--- src/rtl/link_irq_pkg.sv ---
// Package: bit positions, implemented-bit map and register select codes
// shared by the interrupt unit and its submodules.
package link_irq_pkg;
    localparam int REG_W = 32;

    localparam int B_SUMMARY   = 0;
    localparam int B_PHY_INT   = 1;
    localparam int B_PHY_REG   = 2;
    localparam int B_PHY_RST   = 3;
    localparam int B_TX_READY  = 5;
    localparam int B_RX_DATA   = 6;
    localparam int B_CMD_RESET = 7;
    localparam int B_ISO_STUCK = 11;
    localparam int B_ASY_STUCK = 12;

    // Bits that hold a stored flag. The summary bit and the reserved bits are excluded.
    localparam logic [REG_W-1:0] IMPL_BITS =
        (REG_W'(1) << B_PHY_INT)   | (REG_W'(1) << B_PHY_REG)  |
        (REG_W'(1) << B_PHY_RST)   | (REG_W'(1) << B_TX_READY) |
        (REG_W'(1) << B_RX_DATA)   | (REG_W'(1) << B_CMD_RESET) |
        (REG_W'(1) << B_ISO_STUCK) | (REG_W'(1) << B_ASY_STUCK);

    typedef enum logic {
        SEL_STATUS = 1'b0,
        SEL_ENABLE = 1'b1
    } reg_sel_e;
endpackage

--- src/rtl/irq_rx_cond.sv ---
// Receive-data event conditioner.
// Does: produces one set pulse for the receive-data status bit. Every
//   accepted quadlet gives a pulse in normal mode. During the self-ID phase
//   only the quadlet that ends a packet gives a pulse.
// Assumes: quad_i is a one-cycle pulse per accepted quadlet; last_i is valid
//   together with quad_i; selfid_i is a level and is stable around packets.
module irq_rx_cond (
    input  logic quad_i,
    input  logic last_i,
    input  logic selfid_i,
    output logic set_o
);
    // Select per-quadlet or per-packet granularity from the bus-reset phase.
    always_comb begin
        if (selfid_i) set_o = quad_i & last_i;
        else          set_o = quad_i;
    end
endmodule

--- src/rtl/irq_status_bank.sv ---
// Status and enable register bank.
// Does: keeps one sticky flag per implemented bit. A set pulse takes
//   priority over a write-one-to-clear in the same cycle. Also keeps the
//   enable bits and drives the combined pending flag.
// Assumes: set_i and clr_i are already decoded per bit; unimplemented bits
//   are tied to zero here, so no caller needs to filter them.
module irq_status_bank #(
    parameter int                 W    = 32,
    parameter logic [W-1:0]       IMPL = '0
) (
    input  logic         clk,
    input  logic         rst_n,
    input  logic [W-1:0] set_i,
    input  logic [W-1:0] clr_i,
    input  logic         en_we_i,
    input  logic [W-1:0] en_wdata_i,
    output logic [W-1:0] stat_o,
    output logic [W-1:0] en_o,
    output logic         pending_o
);
    logic [W-1:0] stat_q, stat_d;
    logic [W-1:0] en_q, en_d;

    for (genvar i = 0; i < W; i++) begin : g_bit
        if (IMPL[i]) begin : g_live
            assign stat_d[i] = set_i[i] | (stat_q[i] & ~clr_i[i]);
            assign en_d[i]   = en_we_i ? en_wdata_i[i] : en_q[i];

            // a set pulse always leaves the flag set on the next cycle.
            a_r5_set_wins: assert property (@(posedge clk) disable iff (!rst_n)
                set_i[i] |=> stat_q[i]);
            // a clear with no competing set leaves the flag low.
            a_r4_clear_only: assert property (@(posedge clk) disable iff (!rst_n)
                (clr_i[i] && !set_i[i]) |=> !stat_q[i]);
        end else begin : g_tied
            assign stat_d[i] = 1'b0;
            assign en_d[i]   = 1'b0;
        end
    end

    // Register update for flags and enables, synchronous active-low reset.
    always_ff @(posedge clk) begin
        if (!rst_n) begin
            stat_q <= '0;
            en_q   <= '0;
        end else begin
            stat_q <= stat_d;
            en_q   <= en_d;
        end
    end

    // Combined pending flag across all enabled flags.
    always_comb pending_o = |(stat_q & en_q);

    assign stat_o = stat_q;
    assign en_o   = en_q;

    // the enable register holds whenever no enable write is decoded.
    a_r6_en_hold: assert property (@(posedge clk) disable iff (!rst_n)
        !en_we_i |=> $stable(en_q));
endmodule

--- src/rtl/link_irq_unit.sv ---
// Link interrupt status and enable unit (top).
// Does: gathers the event pulses into the status register, decodes host
//   writes (clear on status, load on enable), serves reads by address with
//   the summary formed in bit 0, and registers the interrupt request.
// Assumes: event inputs are one-cycle pulses synchronous to clk; host reads
//   need no strobe; reads are combinational on addr.
module link_irq_unit
    import link_irq_pkg::*;
(
    input  logic              clk,
    input  logic              rst_n,
    input  logic              cs,
    input  logic              wr,
    input  logic              addr,
    input  logic [REG_W-1:0]  wdata,
    output logic [REG_W-1:0]  rdata,
    output logic              irq_o,
    input  logic              ev_phy_int,
    input  logic              ev_phy_reg,
    input  logic              ev_phy_rst,
    input  logic              ev_tx_ready,
    input  logic              ev_cmd_reset,
    input  logic              ev_iso_stuck,
    input  logic              ev_async_stuck,
    input  logic              rx_quadlet,
    input  logic              rx_pkt_last,
    input  logic              rx_selfid
);
    localparam int W = REG_W;

    logic           rx_set;
    logic [W-1:0]   set_vec;
    logic [W-1:0]   clr_vec;
    logic           en_we;
    logic           wr_hit;
    logic [W-1:0]   stat;
    logic [W-1:0]   en;
    logic           pending;
    logic           irq_q;

    irq_rx_cond u_rx_cond (
        .quad_i   (rx_quadlet),
        .last_i   (rx_pkt_last),
        .selfid_i (rx_selfid),
        .set_o    (rx_set)
    );

    // Put each event pulse at its fixed bit position.
    always_comb begin
        set_vec              = '0;
        set_vec[B_PHY_INT]   = ev_phy_int;
        set_vec[B_PHY_REG]   = ev_phy_reg;
        set_vec[B_PHY_RST]   = ev_phy_rst;
        set_vec[B_TX_READY]  = ev_tx_ready;
        set_vec[B_RX_DATA]   = rx_set;
        set_vec[B_CMD_RESET] = ev_cmd_reset;
        set_vec[B_ISO_STUCK] = ev_iso_stuck;
        set_vec[B_ASY_STUCK] = ev_async_stuck;
    end

    // Decode host writes into a per-bit clear mask and an enable load strobe.
    always_comb begin
        wr_hit  = cs & wr;
        clr_vec = (wr_hit && reg_sel_e'(addr) == SEL_STATUS) ? wdata : '0;
        en_we   = wr_hit && reg_sel_e'(addr) == SEL_ENABLE;
    end

    irq_status_bank #(
        .W    (W),
        .IMPL (IMPL_BITS)
    ) u_bank (
        .clk        (clk),
        .rst_n      (rst_n),
        .set_i      (set_vec),
        .clr_i      (clr_vec),
        .en_we_i    (en_we),
        .en_wdata_i (wdata),
        .stat_o     (stat),
        .en_o       (en),
        .pending_o  (pending)
    );

    // Read mux; the summary is ORed into bit 0 of the status word.
    always_comb begin
        if (reg_sel_e'(addr) == SEL_STATUS)
            rdata = stat | {{(W-1){1'b0}}, pending};
        else
            rdata = en;
    end

    // Registered interrupt request.
    always_ff @(posedge clk) begin
        if (!rst_n) irq_q <= 1'b0;
        else        irq_q <= pending;
    end

    assign irq_o = irq_q;

    // an enabled pending flag raises the request on the next cycle.
    a_r9_irq_rise: assert property (@(posedge clk) disable iff (!rst_n)
        ((stat & en) != '0) |=> irq_o);
    // without any enabled pending flag the request is low next cycle.
    a_r9_irq_low: assert property (@(posedge clk) disable iff (!rst_n)
        ((stat & en) == '0) |=> !irq_o);
    // during self-ID a quadlet that does not end a packet sets nothing.
    a_r11_selfid_hold: assert property (@(posedge clk) disable iff (!rst_n)
        (rx_selfid && rx_quadlet && !rx_pkt_last && !stat[B_RX_DATA])
        |=> !stat[B_RX_DATA]);
    // reserved positions never hold a one in either register.
    a_r3_reserved_zero: assert property (@(posedge clk) disable iff (!rst_n)
        ((stat | en) & ~IMPL_BITS) == '0);
endmodule

--- config.mk ---
export PLATFORM = sky130hd
export DESIGN_NAME = link_irq_unit
export DESIGN_NICKNAME = d
export VERILOG_FILES = /design/src/rtl/link_irq_pkg.sv /design/src/rtl/irq_rx_cond.sv /design/src/rtl/irq_status_bank.sv /design/src/rtl/link_irq_unit.sv
export SDC_FILE = /design/constraint.sdc
export NUM_CORES = 1
export LEC_CHECK = 0
export ABC_AREA = 1
export BUFFER_PORTS_ARGS = -buffer_cell sky130_fd_sc_hd__buf_2
export CORE_MARGIN = 1
export CORE_UTILIZATION = 30
export CTS_BUF_LIST = sky130_fd_sc_hd__clkbuf_8
export DETAILED_ROUTE_END_ITERATION = 12
export GPL_ROUTABILITY_DRIVEN = 1
export PLACE_DENSITY_LB_ADDON = 0.25
export REMOVE_ABC_BUFFERS = 1
export SYNTH_ARGS = -nofsm -noshare
export SYNTH_HDL_FRONTEND = slang
export SYNTH_SLANG_ARGS = --single-unit
--- constraint.sdc ---
create_clock -name clk -period 0.9 [get_ports clk]
set_input_delay 0.045 -clock clk [delete_from_list [all_inputs] [get_ports clk]]
set_output_delay 0.045 -clock clk [all_outputs]
set_load 0.01 [all_outputs]
==> impl_metrics.ini <==
[status]
status = finished, violations left
violations = setup timing

[critical_path]
r2r_cells = 7
critical_path_peak_fanout = 2
r2r_slack_ns = -0.16
cp-start-kind = flop
critical_path.endpoint_type = output port
rr_endpoint = irq_o
startpoint = u_bank.en_o[3]
worstPathArrival_ns = 1.04
rr_startpoint = u_bank.stat_o[11]
path_class = reg2out
crit_required_ns = 0.85

[timing]
setup_tns_ns = -0.595
hold_slack_ns = 0.00878
grt_setup_unrepaired = true
fin_crit_sh_pct = 121
fin_skew_ns = 0.00972
finalCriticalPeriod_ns = 1.09
max_freq_ghz = 0.921
finalSetupViolCount = 8
hold_violations = 0
timing.final.ws_setup_ns = -0.186
drv_slew = 0

[route]
vias = 932
wl_met3_um = 172
route.met2.wl_um = 1120
met1_length_um = 933
drc = 0
maxUsedRoutingLayer = met4
drtPass1Iterations = 3
wl_um = 2240
wire_per_inst_um = 9.97
detail-route-antenna-nets = 0
drt-initial-drc-count = 5
viasPerCell = 4.14

[power_and_ir_drop]
p_clk_share_pct = 31.9
leakage_nw = 0.644
p_int_mw = 1.30
combPwrFrac_pct = 22.1
pwr-share-seq_pct = 45.9
peakVddDrop_mv = 1.33
powerDensity_mw_per_mm2 = 1410
switchingPower_mw = 0.536
power.total_mw = 1.84
switching_share_pct = 29.2

[hold_path]
hold_depth = 3
hold_path.startpoint = ev_tx_ready
holdPathEnd = u_bank.stat_o[5]
hold_class = in2reg

[global_route]
grtUsageTotal_pct = 12.7
grt_max_degree = 25
antenna_found_initial = 0
grt_pass1_wl_um = 3300
grt_pass1_vias = 783
overflow = 0

[placement]
placed_cells = 212
dpl.hpwl_um = 1560
pre_cts_slack_ns = 0.0587
routabilityCongestion = 0.718
io_buffers = 32
placed_area_mm2 = 0.00111

[floorplanning]
start_util_pct = 31.9
design.die.area_mm2 = 0.00351
row_count = 20
die_h_um = 59.2
die_w_um = 59.2
coreArea_mm2 = 0.00308
io_pins = 80

[cts]
cts.sinks = 17
htree_levels = 1
cts_tree = done
cts_buffer_depth = 2
clk-insertion-delay-late_ns = 0.26
cts_root_buffer = clkbuf_8
ctsHoldBuffers = 0
clkTransAtPathRegs_ns = 0.08
numCtsBuffers = 3

[logic_synthesis]
synth-compound-area-share_pct = 17.8
seq_area_frac_synth_pct = 34.6
synth-seq-cells = 17
synth_mux_area_share_pct = 0
synth_top_family_by_area = buffers and inverters
synth-adder-area-share_pct = 0
avgSynthCellArea_um2 = 7.12
synth_xor_area_share_pct = 0
synth-simple-area-share_pct = 18.3
syn-cell-area_um2 = 982
ys_types = 15
ys_warn_count = 0
synth_cells = 138

[cells_and_area]
fin_area_mm2 = 0.00130
nNetsFinal = 229
drive_above_1_share_pct = 47.5
area_growth_pct = 32.4
utilization_pct = 42.2
final_cells = 225
n_antenna_cell = 0

[job]
drv_cap = 0
## worst max-delay path, stage by stage (launching register included)
cell and delay [ns]:
dfxtp_2 0.34, nand2_1 0.05, nand2_1 0.07, nor2_2 0.05
a21oi_1 0.12, buf_2 0.15
## worst max path at each step
| stage | cells past startpoint | slack, ns | to |
|---|---|---|---|
| after floorplan | 4 | 0.16 | rdata[0] |
| after global placement | 5 | 0.03 | rdata[0] |
| after detailed placement | 5 | 0.06 | rdata[0] |
| after CTS | 5 | -0.19 | rdata[0] |
| after global routing | 5 | -0.24 | rdata[0] |
| final | 5 | -0.19 | rdata[0] |
## synth_stat cells
| library cell | instances | area, µm² |
|---|---|---|
| nor2_1 | 2 | 7.51 |
| inv_2 | 1 | 3.75 |
| inv_1 | 16 | 60.1 |
| o21ai_0 | 15 | 75.1 |
| nand2_1 | 28 | 105 |
| conb_1 | 1 | 3.75 |
| clkinv_1 | 1 | 3.75 |
| buf_4 | 25 | 188 |
| buf_6 | 2 | 22.5 |
| buf_2 | 1 | 5.00 |
| dfxtp_1 | 17 | 340 |
| nand3_4 | 1 | 17.5 |
| a21oi_1 | 18 | 90.1 |
| o21ai_1 | 2 | 10.0 |
| nand4_1 | 8 | 50.1 |
## registers in the layout (all words and copies together), names as in the netlist
signal	flops
u_bank.stat_o	8
u_bank.en_o	8
irq_o	1
## final cells by class
class	count	area (µm²)
clock inverters	1	7.51
multi-input cells	97	487
fillers	346	1780
repair buffers	45	282
flip-flops and latches	17	360
inverters	18	67.6
well taps	44	55.1
clock buffers	3	41.3
## cell usage in the layout, fill, tap and decap left out
cell / instances
a21oi_1: 18
buf_12: 1
buf_2: 32
buf_4: 9
buf_6: 3
clkbuf_8: 3
clkinv_1: 1
clkinvlp_4: 1
conb_1: 23
dfxtp_1: 1
dfxtp_2: 16
inv_1: 11
inv_2: 6
nand2_1: 20
nand2_2: 8
nand3_4: 1
nand4_1: 8
nor2_2: 1
nor2_4: 1
o21ai_0: 7
o21ai_1: 6
o21ai_2: 4
## what timing repair did
action	in CTS	in global routing
endpoints found under the hold margin	0	0
endpoints found under the setup margin	9	10
gates resized for setup	22	25
pin swaps	10	7
buffers inserted	7	2
## routing by layer
metal  vias up  track usage, %
met2        41            22.5
met3         2            4.80
met4         0            3.06
met1       404            14.4
met5         -               0
li1        485               -
## power by group through the flow
stage          clock network, mW  registers [mW]  logic [mW]
2_1_floorplan                  0           0.843       0.172
3_3_place_gp                   0           0.846       0.320
3_5_place_dp                   0           0.847       0.327
4_1_cts                    0.604           0.834       0.369
5_1_grt                    0.637           0.848       0.453
6_report                   0.586           0.843       0.407
## logic make-up (layout without fill, tap and decap cells)
kind of cell	after synthesis	count (layout)
flops	17	17
buf+inv	46	67
simple gates	39	39
compound gates	35	35
other cells	1	23
No activity file was read; power rests on OpenSTA's default activity.
